### config.mk
export PLATFORM = sky130hd
export DESIGN_NAME = mpc_ctrl
export DESIGN_NICKNAME = d
export VERILOG_FILES = /design/src/rtl/mpc_pkg.sv /design/src/rtl/mpc_dispatch.sv /design/src/rtl/mpc_next.sv /design/src/rtl/mpc_cword.sv /design/src/rtl/mpc_ctrl.sv
export SDC_FILE = /design/constraint.sdc
export NUM_CORES = 1
export LEC_CHECK = 0
export BUFFER_PORTS_ARGS = -buffer_cell sky130_fd_sc_hd__buf_2
export CAP_MARGIN = 20
export CORE_MARGIN = 8
export CORE_UTILIZATION = 45
export CTS_CLUSTER_DIAMETER = 80
export DETAILED_ROUTE_END_ITERATION = 6
export PLACE_DENSITY = 0.82
export SYNTH_ARGS = -nofsm -noshare
export SYNTH_HDL_FRONTEND = slang
export SYNTH_HIERARCHICAL = 1
export SYNTH_SLANG_ARGS = --single-unit
export TNS_END_PERCENT = 20
### constraint.sdc
create_clock -name clk -period 2.79 [get_ports clk]
set_input_delay 0.558 -clock clk [delete_from_list [all_inputs] [get_ports clk]]
set_output_delay 0.558 -clock clk [all_outputs]
set_load 0.05 [all_outputs]
### src/rtl/mpc_pkg.sv
package mpc_pkg;

    localparam int OP_W = 3;
    localparam int FN_W = 4;
    localparam int ALU_OP_W = 3;
    localparam int BSEL_W = 2;

    typedef enum logic [OP_W-1:0] {
        OP_RTYPE = 3'd0,
        OP_LOAD  = 3'd1,
        OP_STORE = 3'd2,
        OP_BEQ   = 3'd3,
        OP_ADDI  = 3'd4,
        OP_JUMP  = 3'd5,
        OP_RSVD  = 3'd6,
        OP_HALT  = 3'd7
    } opcode_e;

    typedef enum logic [ALU_OP_W-1:0] {
        ALU_ADD = 3'd0,
        ALU_SUB = 3'd1,
        ALU_AND = 3'd2,
        ALU_OR  = 3'd3,
        ALU_SLT = 3'd4
    } alu_op_e;

    typedef enum logic [BSEL_W-1:0] {
        B_REG = 2'd0,
        B_ONE = 2'd1,
        B_IMM = 2'd2
    } bsel_e;

    typedef enum logic [4:0] {
        S_FETCH,
        S_DECODE,
        S_RADD,
        S_RSUB,
        S_RAND,
        S_ROR,
        S_RSLT,
        S_ADDI,
        S_LADDR,
        S_LMEM,
        S_LWB,
        S_SADDR,
        S_SMEM,
        S_BCMP,
        S_BTAKE,
        S_JUMP,
        S_HALT
    } state_e;

    typedef struct packed {
        logic    pc_to_addr;
        logic    mem_rd;
        logic    mem_wr;
        logic    ir_ld;
        logic    pc_ld;
        logic    pc_src;
        logic    alu_a_sel;
        bsel_e   alu_b_sel;
        alu_op_e alu_op;
        logic    rf_wr;
        logic    wd_sel;
        logic    wr_reg_sel;
    } cword_t;

    localparam cword_t CW_IDLE = '{
        pc_to_addr: 1'b0, mem_rd: 1'b0, mem_wr: 1'b0, ir_ld: 1'b0,
        pc_ld: 1'b0, pc_src: 1'b0, alu_a_sel: 1'b0, alu_b_sel: B_REG,
        alu_op: ALU_ADD, rf_wr: 1'b0, wd_sel: 1'b0, wr_reg_sel: 1'b0
    };

    // Register-register execute state for a function code; fetch if undefined.
    function automatic state_e funct_state(input logic [FN_W-1:0] fn);
        case (fn)
            4'd0:    funct_state = S_RADD;
            4'd1:    funct_state = S_RSUB;
            4'd2:    funct_state = S_RAND;
            4'd3:    funct_state = S_ROR;
            4'd4:    funct_state = S_RSLT;
            default: funct_state = S_FETCH;
        endcase
    endfunction

    // ALU operation used by a register-register execute state.
    function automatic alu_op_e rstate_alu(input state_e st);
        case (st)
            S_RSUB:  rstate_alu = ALU_SUB;
            S_RAND:  rstate_alu = ALU_AND;
            S_ROR:   rstate_alu = ALU_OR;
            S_RSLT:  rstate_alu = ALU_SLT;
            default: rstate_alu = ALU_ADD;
        endcase
    endfunction

endpackage

### src/rtl/mpc_dispatch.sv
module mpc_dispatch
    import mpc_pkg::*;
(
    input  logic [OP_W-1:0] op,
    input  logic [FN_W-1:0] funct,
    output state_e          target
);
    always_comb begin
        case (opcode_e'(op))
            OP_RTYPE: target = funct_state(funct);
            OP_LOAD:  target = S_LADDR;
            OP_STORE: target = S_SADDR;
            OP_BEQ:   target = S_BCMP;
            OP_ADDI:  target = S_ADDI;
            OP_JUMP:  target = S_JUMP;
            OP_HALT:  target = S_HALT;
            default:  target = S_FETCH;
        endcase
    end
endmodule

### src/rtl/mpc_next.sv
module mpc_next
    import mpc_pkg::*;
(
    input  state_e cur,
    input  state_e dispatch,
    input  logic   eq,
    output state_e nxt
);
    always_comb begin
        case (cur)
            S_FETCH:  nxt = S_DECODE;
            S_DECODE: nxt = dispatch;
            S_LADDR:  nxt = S_LMEM;
            S_LMEM:   nxt = S_LWB;
            S_SADDR:  nxt = S_SMEM;
            S_BCMP:   nxt = eq ? S_BTAKE : S_FETCH;
            S_HALT:   nxt = S_HALT;
            default:  nxt = S_FETCH;
        endcase
    end
endmodule

### src/rtl/mpc_cword.sv
module mpc_cword
    import mpc_pkg::*;
(
    input  state_e cur,
    output cword_t cw
);
    always_comb begin
        cw = CW_IDLE;
        case (cur)
            S_FETCH: begin
                cw.pc_to_addr = 1'b1;
                cw.mem_rd     = 1'b1;
                cw.ir_ld      = 1'b1;
                cw.pc_ld      = 1'b1;
                cw.alu_b_sel  = B_ONE;
            end
            S_RADD, S_RSUB, S_RAND, S_ROR, S_RSLT: begin
                cw.alu_a_sel  = 1'b1;
                cw.alu_op     = rstate_alu(cur);
                cw.rf_wr      = 1'b1;
                cw.wr_reg_sel = 1'b1;
            end
            S_ADDI: begin
                cw.alu_a_sel = 1'b1;
                cw.alu_b_sel = B_IMM;
                cw.rf_wr     = 1'b1;
            end
            S_LADDR, S_SADDR: begin
                cw.alu_a_sel = 1'b1;
                cw.alu_b_sel = B_IMM;
            end
            S_LMEM: begin
                cw.alu_a_sel = 1'b1;
                cw.alu_b_sel = B_IMM;
                cw.mem_rd    = 1'b1;
            end
            S_LWB: begin
                cw.rf_wr  = 1'b1;
                cw.wd_sel = 1'b1;
            end
            S_SMEM: begin
                cw.alu_a_sel = 1'b1;
                cw.alu_b_sel = B_IMM;
                cw.mem_wr    = 1'b1;
            end
            S_BCMP: begin
                cw.alu_a_sel = 1'b1;
                cw.alu_op    = ALU_SUB;
            end
            S_BTAKE: begin
                cw.pc_ld     = 1'b1;
                cw.alu_b_sel = B_IMM;
            end
            S_JUMP: begin
                cw.pc_ld  = 1'b1;
                cw.pc_src = 1'b1;
            end
            default: cw = CW_IDLE;
        endcase
    end
endmodule

### src/rtl/mpc_ctrl.sv
module mpc_ctrl
    import mpc_pkg::*;
(
    input  logic                clk,
    input  logic                rst,
    input  logic [OP_W-1:0]     ir_op,
    input  logic [FN_W-1:0]     ir_funct,
    input  logic                eq_flag,
    output logic                pc_to_addr,
    output logic                mem_rd,
    output logic                mem_wr,
    output logic                ir_ld,
    output logic                pc_ld,
    output logic                pc_src,
    output logic                alu_a_sel,
    output logic [BSEL_W-1:0]   alu_b_sel,
    output logic [ALU_OP_W-1:0] alu_op,
    output logic                rf_wr,
    output logic                wd_sel,
    output logic                wr_reg_sel
);
    state_e state_q;
    state_e state_d;
    state_e dispatch;
    cword_t cw;

    mpc_dispatch u_dispatch (
        .op     (ir_op),
        .funct  (ir_funct),
        .target (dispatch)
    );

    mpc_next u_next (
        .cur      (state_q),
        .dispatch (dispatch),
        .eq       (eq_flag),
        .nxt      (state_d)
    );

    mpc_cword u_cword (
        .cur (state_q),
        .cw  (cw)
    );

    always_ff @(posedge clk) begin
        if (rst) state_q <= S_FETCH;
        else     state_q <= state_d;
    end

    assign pc_to_addr = cw.pc_to_addr;
    assign mem_rd     = cw.mem_rd;
    assign mem_wr     = cw.mem_wr;
    assign ir_ld      = cw.ir_ld;
    assign pc_ld      = cw.pc_ld;
    assign pc_src     = cw.pc_src;
    assign alu_a_sel  = cw.alu_a_sel;
    assign alu_b_sel  = cw.alu_b_sel;
    assign alu_op     = cw.alu_op;
    assign rf_wr      = cw.rf_wr;
    assign wd_sel     = cw.wd_sel;
    assign wr_reg_sel = cw.wr_reg_sel;
endmodule

# After elaboration in Yosys (flattened, before gate mapping)
# Cells that the tools add are included.
dict set report classes {
  eq_ne 26
  muxes 16
  reduce_logical 9
}
# cell count
set ops {}
lappend ops {{$pmux 5 s7} 2}
lappend ops {{$eq 5x4->1 const B} 8}
lappend ops {{$eq 5x3->1 const B} 4}
lappend ops {{$pmux 3 s5} 1}
lappend ops {{$pmux 3 s4} 1}
lappend ops {{$reduce_or 11->1} 1}
lappend ops {{$eq 5x2->1 const B} 2}
lappend ops {{$eq 3x3->1 const B} 3}
lappend ops {{$mux 1} 9}
lappend ops {{$eq 4x2->1 const B} 2}
lappend ops {{$reduce_or 7->1} 1}
lappend ops {{$eq 3x2->1 const B} 2}
lappend ops {{$pmux 3 s2} 1}
lappend ops {{$reduce_or 6->1} 1}
lappend ops {{$eq 5x1->1 const B} 1}
lappend ops {{$eq 5x5->1 const B} 1}
lappend ops {{$logic_not 5->1} 1}
lappend ops {{$reduce_or 5->1} 1}
lappend ops {{$eq 4x1->1 const B} 1}
lappend ops {{$eq 4x3->1 const B} 1}
lappend ops {{$logic_not 4->1} 1}
lappend ops {{$mux 4} 1}
lappend ops {{$pmux 2 s2} 1}
lappend ops {{$eq 3x1->1 const B} 1}
lappend ops {{3 further kinds} 3}
dict set report word_totals {
  regBits 5
}

# Logic depth before layout (Yosys ltp)
# Gate-level depths: netlist of run 1.
dict set report logic_depth {
  ltp_word 4
  ltp_mapped 8
  depth_no_buf 7
}

# Modules after synthesis
# The synthesis of run 1 kept the hierarchy.
# module n_inst cells_per_inst area_per_inst_um2
set modules_own_cells {}
lappend modules_own_cells {mpc_cword 1 37 229.0}
lappend modules_own_cells {mpc_ctrl 1 10 131.4}
lappend modules_own_cells {mpc_next 1 21 130.1}
lappend modules_own_cells {mpc_dispatch 1 17 121.4}

# Worst setup path before layout of run 1
# Ideal clock, no wire load.
dict set report synth_timing {
  path_type {register -> output}
  from {register state_q[2]}
  to {output port mem_wr}
  arrival_time_ps 2298
  required_time_ps 2232
  path_slack_ps -66
  path_stages_with_launch 3
  path_buffers 1
  cell_sequence {dfxtp_1 > buf_2 > nor4b_1}
}
dict set report synth_between {
  elab_chain_len 2
}
# element line
set synth_lines {}
lappend synth_lines {{start: declaration} mpc_ctrl.sv:22} ;# state_e state_q;
lappend synth_lines {{start signal: assignment} mpc_ctrl.sv:47} ;# else state_q <= state_d;
lappend synth_lines {{$eq 5x4->1} mpc_cword.sv:9} ;# case (cur)
lappend synth_lines {{$mux 1} mpc_cword.sv:9}
lappend synth_lines {{end: declaration} mpc_ctrl.sv:11} ;# output logic mem_wr,
# No other way between the ends.

# Worst setup path in the final report of run 1
dict set report layout_timing {
  from {register state_q[1]}
  to {output port alu_op[0]}
}
dict set report layout_between {
  elab_chain_len 3
}
# element line
set layout_lines {}
lappend layout_lines {{$eq 5x3->1 (tied with other cells)} {mpc_pkg.sv:88, mpc_cword.sv:9}}
lappend layout_lines {{$pmux 3 s4 / $reduce_or 5->1 (equally long branches)} {mpc_pkg.sv:88, mpc_cword.sv:9}}
lappend layout_lines {{$pmux 3 s2 (*)} mpc_cword.sv:9}
lappend layout_lines {{end: declaration} mpc_ctrl.sv:17} ;# output logic [ALU_OP_W-1:0] alu_op,
# Mark *: on every way between the ends. The rest lies on a longest branch, timed or not.

==> results of run 1 <==
==> layout make-up <==
type	instances	area (um^2)	area share [%]
well taps	15	18.8	2.54
clock buffers	4	26.3	3.55
multi-input cells	70	463	62.6
repair buffers	24	120	16.2
inverters	3	11.3	1.52
flip-flops and latches	5	100	13.5
==> cell usage in the layout (no fill, tap or decap), drive strengths merged, types with 2 or more instances in the layout <==
| cell | instances |
|---|---|
| a211oi | 2 |
| a21oi | 5 |
| buf | 24 |
| clkbuf | 4 |
| dfxtp | 5 |
| inv | 3 |
| nand2 | 3 |
| nand2b | 7 |
| nand3 | 2 |
| nor2 | 6 |
| nor2b | 8 |
| nor3 | 8 |
| nor3b | 2 |
| nor4 | 3 |
| nor4b | 2 |
| o21ai | 5 |
| o31ai | 2 |
==> cells by family (layout without fill, tap and decap cells) <==
kind of cell              Yosys count  after routing  share of synthesized area [%]
DFF                                 5              5                           16.4
and+or+nand+nor                    47             47                           46.2
AOI/OAI and AO/OA                  21             21                           25.4
xor gates and xnor gates            1              1                           1.43
muxes                               1              1                           1.64
buffers and inverters              10             31                           9.00
==> per-stage QoR <==
stage | instance area (um^2) | hold slack [ps]
finish | 739 | 543
global route | 739 | 557
detailed placement | 713 | 784
floorplan | 618 | 621
global placement | 713 | 780
CTS | 739 | 537
==> path summary, 6_finish.rpt <==
check / start / slack [ps] / to / cells past startpoint
worst max-delay path: state_q[1] / 470 / alu_op[0] / 4
worst min-delay path: rst / 540 / state_q[2] / 2
worst max register to register: state_q[4] / 1360 / state_q[3] / 4
worst min register to register: state_q[1] / 840 / state_q[2] / 3
==> report_power, final <==
group	switching (mW)	total, mW	internal [mW]	leakage (nW)
combinational	0.179	0.256	0.0773	0.262
clock	0.0265	0.0804	0.0539	0.0150
sequential	0.0315	0.110	0.0787	0.0410
==> worst max-delay path: cells and delay by family (launching register included) <==
family                 cells  cell delay (ps)
and+or+nand+nor            2              480
buffers and inverters      1              260
DFF                        1              660
AOI/OAI and AO/OA          1              140
==> layer usage <==
layer | wire, um | global-route usage, % | vias to the layer above
li1 | - | - | 354
met3 | 106 | 2.24 | 0
met2 | 698 | 18.0 | 18
met1 | 623 | 12.9 | 286
met5 | 0 | 0 | -
met4 | 0 | 5.17 | 0
==> results.md, run 1 <==
* Status: finished clean
* Register clock-pin slew on the reported worst setup and hold paths at 40 ps
* Predominant post-synthesis flop cell: dfxtp_1
* Buffers added on ports at 24
* Largest cells by area after synthesis: dfxtp_1 (16%), nor2b_1 (8.2%), nand2b_1 (7.2%)
* Leakage at 0.318 nW
* Clock tree from TritonCTS: yes
* Netlist cell types at 37
* Antenna Cells at 0
* Biggest register: state_q
* Min cycle time layout at 2320 ps
* Async SR Flop Fraction at 0%
* Final worst slack at 467 ps
* Critical Path, Cell by Cell: or2b_1, o21ai_0, and3b_1, buf_2
* WL/cell at 11.8 um
* Slew HR at 57.1%
* Routability cong. at 0.836
* Post-CTS Resized at 0
* Core Rows at 13
* Hold Crit Class: input pin to register
* Yosys warns at 6
* Placed cells at 117
* Crit-path slowest cell: dfxtp_1
* DR pass1 iterations at 4
* Width of the die at 52.9 um
* TritonCTS buffer count at 3
* Clock Skew at 1.32 ps
* Worst-margin pin slew at 642 ps
* Layout area overhead at 20.9%
* IO Pins at 25
* Iteration-0 DRC count of the detailed router at 8
* Biggest regs: state_q: 5 flops
* # H-tree levels at 1
* Final Non-Filler Cells at 121
* Clock sink total at 5
* Die area at 2800 um^2
* Peak VDD IR at 0.178 mV
* Worst Setup Start Kind: register
* Final Max Slew Viols at 0
* Place WS at 727 ps
* Post-synthesis instance area at 612 um^2
* Post-route setup TNS at 0 ps
* Largest net degree at the start of global routing at 22
* Post-CTS Hold Fix Bufs at 0
* Critical path type: register to output port
* HPWL Detailed at 1050 um
* Overflow left after global routing at 0
* Mean Syn Cell Area at 7.20 um^2
* Cell Pwr Density at 604 nW/um^2
* Cell taking the most area after synthesis: dfxtp_1
* Worst EP required at 2230 ps
* Nets at 117
* Clock Tree Buf Depth at 2
* GRT Util Overall at 10.8%
* Vias in the first global route at 615
* CP Data Arrival Time at 1770 ps
* Share of post-route cells with drive strength above 1 at 32.1%
* Number of nets with antenna violations after routing at 0
* Filler Cell Count at 126
* Syn_nets at 95
* Via count at 658
* Slowest cell delay on critical path at 660 ps
* Number of synthesized flops with an enable pin at 0
* Final setup vio count at 0
* Tot Pwr at 447 uW
* Fmax achieved at 0.430 GHz
* Drt drc at 0
* Via-per-instance ratio at 5.44
* Cell count after synthesis at 85
* Die extent in y at 52.9 um
* Final Util at 57.5%
* RSZ-0062 raised after global routing: false
* Flops & latches, synth at 5
* Tcrit/Tclk final at 83.3%
* Crit path capture type: output port
* Worst-path fanout max at 17
* Fin. Hold Viols at 0
* Largest register FFs at 5
* Total routed wirelength at 1430 um
* Post-CTS Setup Bufs at 0
* First-pass GRT wire length at 2460 um
* Register area share after synthesis at 16.4%
* Post-synth top area share at 16.4%
* Max Cap Violations at 0
* Clock root cell: clkbuf_4
* Core Box Area at 1280 um^2
* Worst-Skew Late Latency at 230 ps
* Synth top cells by count: nor2b_1 (8), nor3_1 (8), nand2b_1 (7), nor2_1 (6)
* Initial antenna violation count at 0
* Initial Util at 47.6%
Power figures use the tool's default switching activity.
==> run 2: changes to the inputs <==
--- a/config.mk
+++ b/config.mk
@@ -5,6 +5,7 @@
 export SDC_FILE = /design/constraint.sdc
 export NUM_CORES = 1
 export LEC_CHECK = 0
+export ABC_AREA = 1
 export BUFFER_PORTS_ARGS = -buffer_cell sky130_fd_sc_hd__buf_2
 export CAP_MARGIN = 20
 export CORE_MARGIN = 8
==> constraint.sdc (replaced) <==
create_clock -name clk -period 2.2 [get_ports clk]
set_input_delay 0.44 -clock clk [delete_from_list [all_inputs] [get_ports clk]]
set_output_delay 0.44 -clock clk [all_outputs]
set_load 0.05 [all_outputs]
==> results.md, run 2 <==
* Worst-margin pin slew at 348 ps
* Leakage at 0.487 nW
* Hold path start: rst
* Placed cells at 159
* Largest register FFs at 5
* Die area at 2840 um^2
* Final Util at 60.4%
* Crit-path slowest cell: dfxtp_1
* Post-CTS Hold Fix Bufs at 0
* Number of synthesized flops with an enable pin at 0
* Reg2reg start: state_q[3]
* Final Max Slew Viols at 0
* Die extent in y at 53.3 um
* Status: finished clean
* Critical Path, Cell by Cell: nand2_1, inv_1, nand3_1, nand2_1, nor2_1, nand3_1, buf_2
* Predominant post-synthesis flop cell: dfxtp_1
* Layout area overhead at 25.6%
* Biggest regs: state_q: 5 flops
* Slew HR at 76.8%
* Core Rows at 13
* GRT Util Overall at 11.7%
* Hold Crit Class: input pin to register
* Buffers added on ports at 24
* Yosys warns at 6
* Mean Syn Cell Area at 5.17 um^2
* Iteration-0 DRC count of the detailed router at 12
* Worst EP required at 1760 ps
* Peak VDD IR at 0.531 mV
* Worst-Skew Late Latency at 240 ps
* Number of nets with antenna violations after routing at 0
* Final Non-Filler Cells at 163
* Post-route setup TNS at 0 ps
* Slowest cell delay on critical path at 520 ps
* Min cycle time layout at 2070 ps
* WP buf/inv at 2
* Width of the die at 53.3 um
* Final setup vio count at 0
* Most frequent cells in the layout: nand2_1 (28), inv_1 (27), buf_2 (24), nor2_1 (22), nand3_1 (17)
* IO Pins at 25
* Crit path capture type: output port
* Clock root cell: clkbuf_4
* DR pass1 iterations at 4
* Most common cell after layout, fill and taps aside: nand2_1
* Async SR Flop Fraction at 0%
* Final Instance Area at 786 um^2
* Flops & latches, synth at 5
* CP Data Arrival Time at 1630 ps
* Initial antenna violation count at 0
* WL/cell at 10.2 um
* Post-CTS Resized at 0
* Core Box Area at 1300 um^2
* Share of post-route cells with drive strength above 1 at 26.4%
* Drt drc at 0
* Largest net degree at the start of global routing at 10
* Total routed wirelength at 1660 um
* Syn_nets at 131
* Routability cong. at 0.884
* Cell count after synthesis at 121
* Cell with the most instances after synthesis: nand2_1
* Clock Skew at 2.20 ps
* Register area share after synthesis at 16.0%
* Netlist cell types at 18
* Register clock-pin slew on the reported worst setup and hold paths at 50 ps
* FF-to-FF End: state_q[2]
* Worst-path fanout max at 9
* Clock tree from TritonCTS: yes
* HPWL Detailed at 1370 um
* Vias in the first global route at 745
* First-pass GRT wire length at 2750 um
* Critical path type: register to output port
* R2r setup slk at 1070 ps
* Via count at 803
* Biggest register: state_q
* Via-per-instance ratio at 4.93
* Post-synth top area share at 16.8%
* Critical path's top delay family: flip-flops
* Clock Tree Buf Depth at 2
* Fin. Hold Viols at 0
* Fmax achieved at 0.483 GHz
* Nets at 159
* Antenna Cells at 0
* Max Cap Violations at 0
* Hold path depth at 2
* Tot Pwr at 580 uW
* Largest cells by area after synthesis: nand2_1 (17%), inv_1 (16%), dfxtp_1 (16%)
* Worst Setup Start Kind: register
* # H-tree levels at 1
* Placed inst area at 759 um^2
* Tcrit/Tclk final at 94.1%
* Post-CTS Setup Bufs at 0
* Clock sink total at 5
* Worst reg2reg path depth at 6
* Initial Util at 48.1%
* Synth top cells by count: nand2_1 (28), inv_1 (27), nor2_1 (23), nand3_1 (17), dfxtp_1 (5)
* Cell taking the most area after synthesis: nand2_1
* TritonCTS buffer count at 3
* Overflow left after global routing at 0
* Cell Pwr Density at 739 nW/um^2
* RSZ-0062 raised after global routing: false
* Post-synthesis instance area at 626 um^2
* Hold EP: state_q[0]
-- run 2: changes by cell type after synthesis, moves of 3 or more --
cell / delta
nor3_1: -8
nor2b_1: -8
nand2_1: +25
a21oi_1: -3
nor2_1: +17
nor4_1: -3
inv_1: +24
nand4_1: +3
nand3_1: +15
nand2b_1: -7
nor2_2: +3
-- run 2: area by class of cell --
cell class / count / area [um^2]
timing repair buffer: 24 / 120
fill: 151 / 515
sequential: 5 / 100
tap: 15 / 18.8
clock buffer: 4 / 26.3
inverter: 29 / 109
multi-input combinational: 86 / 412
-- run 2: cell families after synthesis --
kind of cell	count (synthesis)	share of synthesized area, %
compound gates	6	6.20
simple gates	80	59.2
flops	5	16.0
buf+inv	30	18.6
-- run 2: worst max-delay path by stage --
stage	start	to	cells past startpoint
after CTS	state_q[3]	alu_b_sel[1]	7
after global placement	state_q[3]	alu_b_sel[1]	7
final	state_q[3]	alu_b_sel[1]	7
after global routing	state_q[3]	alu_b_sel[1]	7
after floorplan	state_q[4]	alu_op[0]	3
after detailed placement	state_q[3]	alu_b_sel[1]	7
-- run 2: routing by layer --
layer	vias to the layer above	share of wire, %	global-route usage (%)
met4	0	0	0.420
met2	28	48	21.7
met1	352	41	13.6
li1	423	-	-
met3	0	11	3.08
met5	-	0	0
-- run 2: report_power, final --
group          internal (mW)  total [mW]  switching (mW)
sequential             0.100       0.122          0.0224
clock                 0.0687       0.108          0.0394
combinational         0.0811       0.350           0.269
-- run 2: stage by stage --
stage          hold slack [ps]  setup slack (ps)
2_1_floorplan              511              7.08
3_3_place_gp               659               447
3_5_place_dp               656               395
4_1_cts                    400               125
5_1_grt                    410             0.660
6_report                   406               130
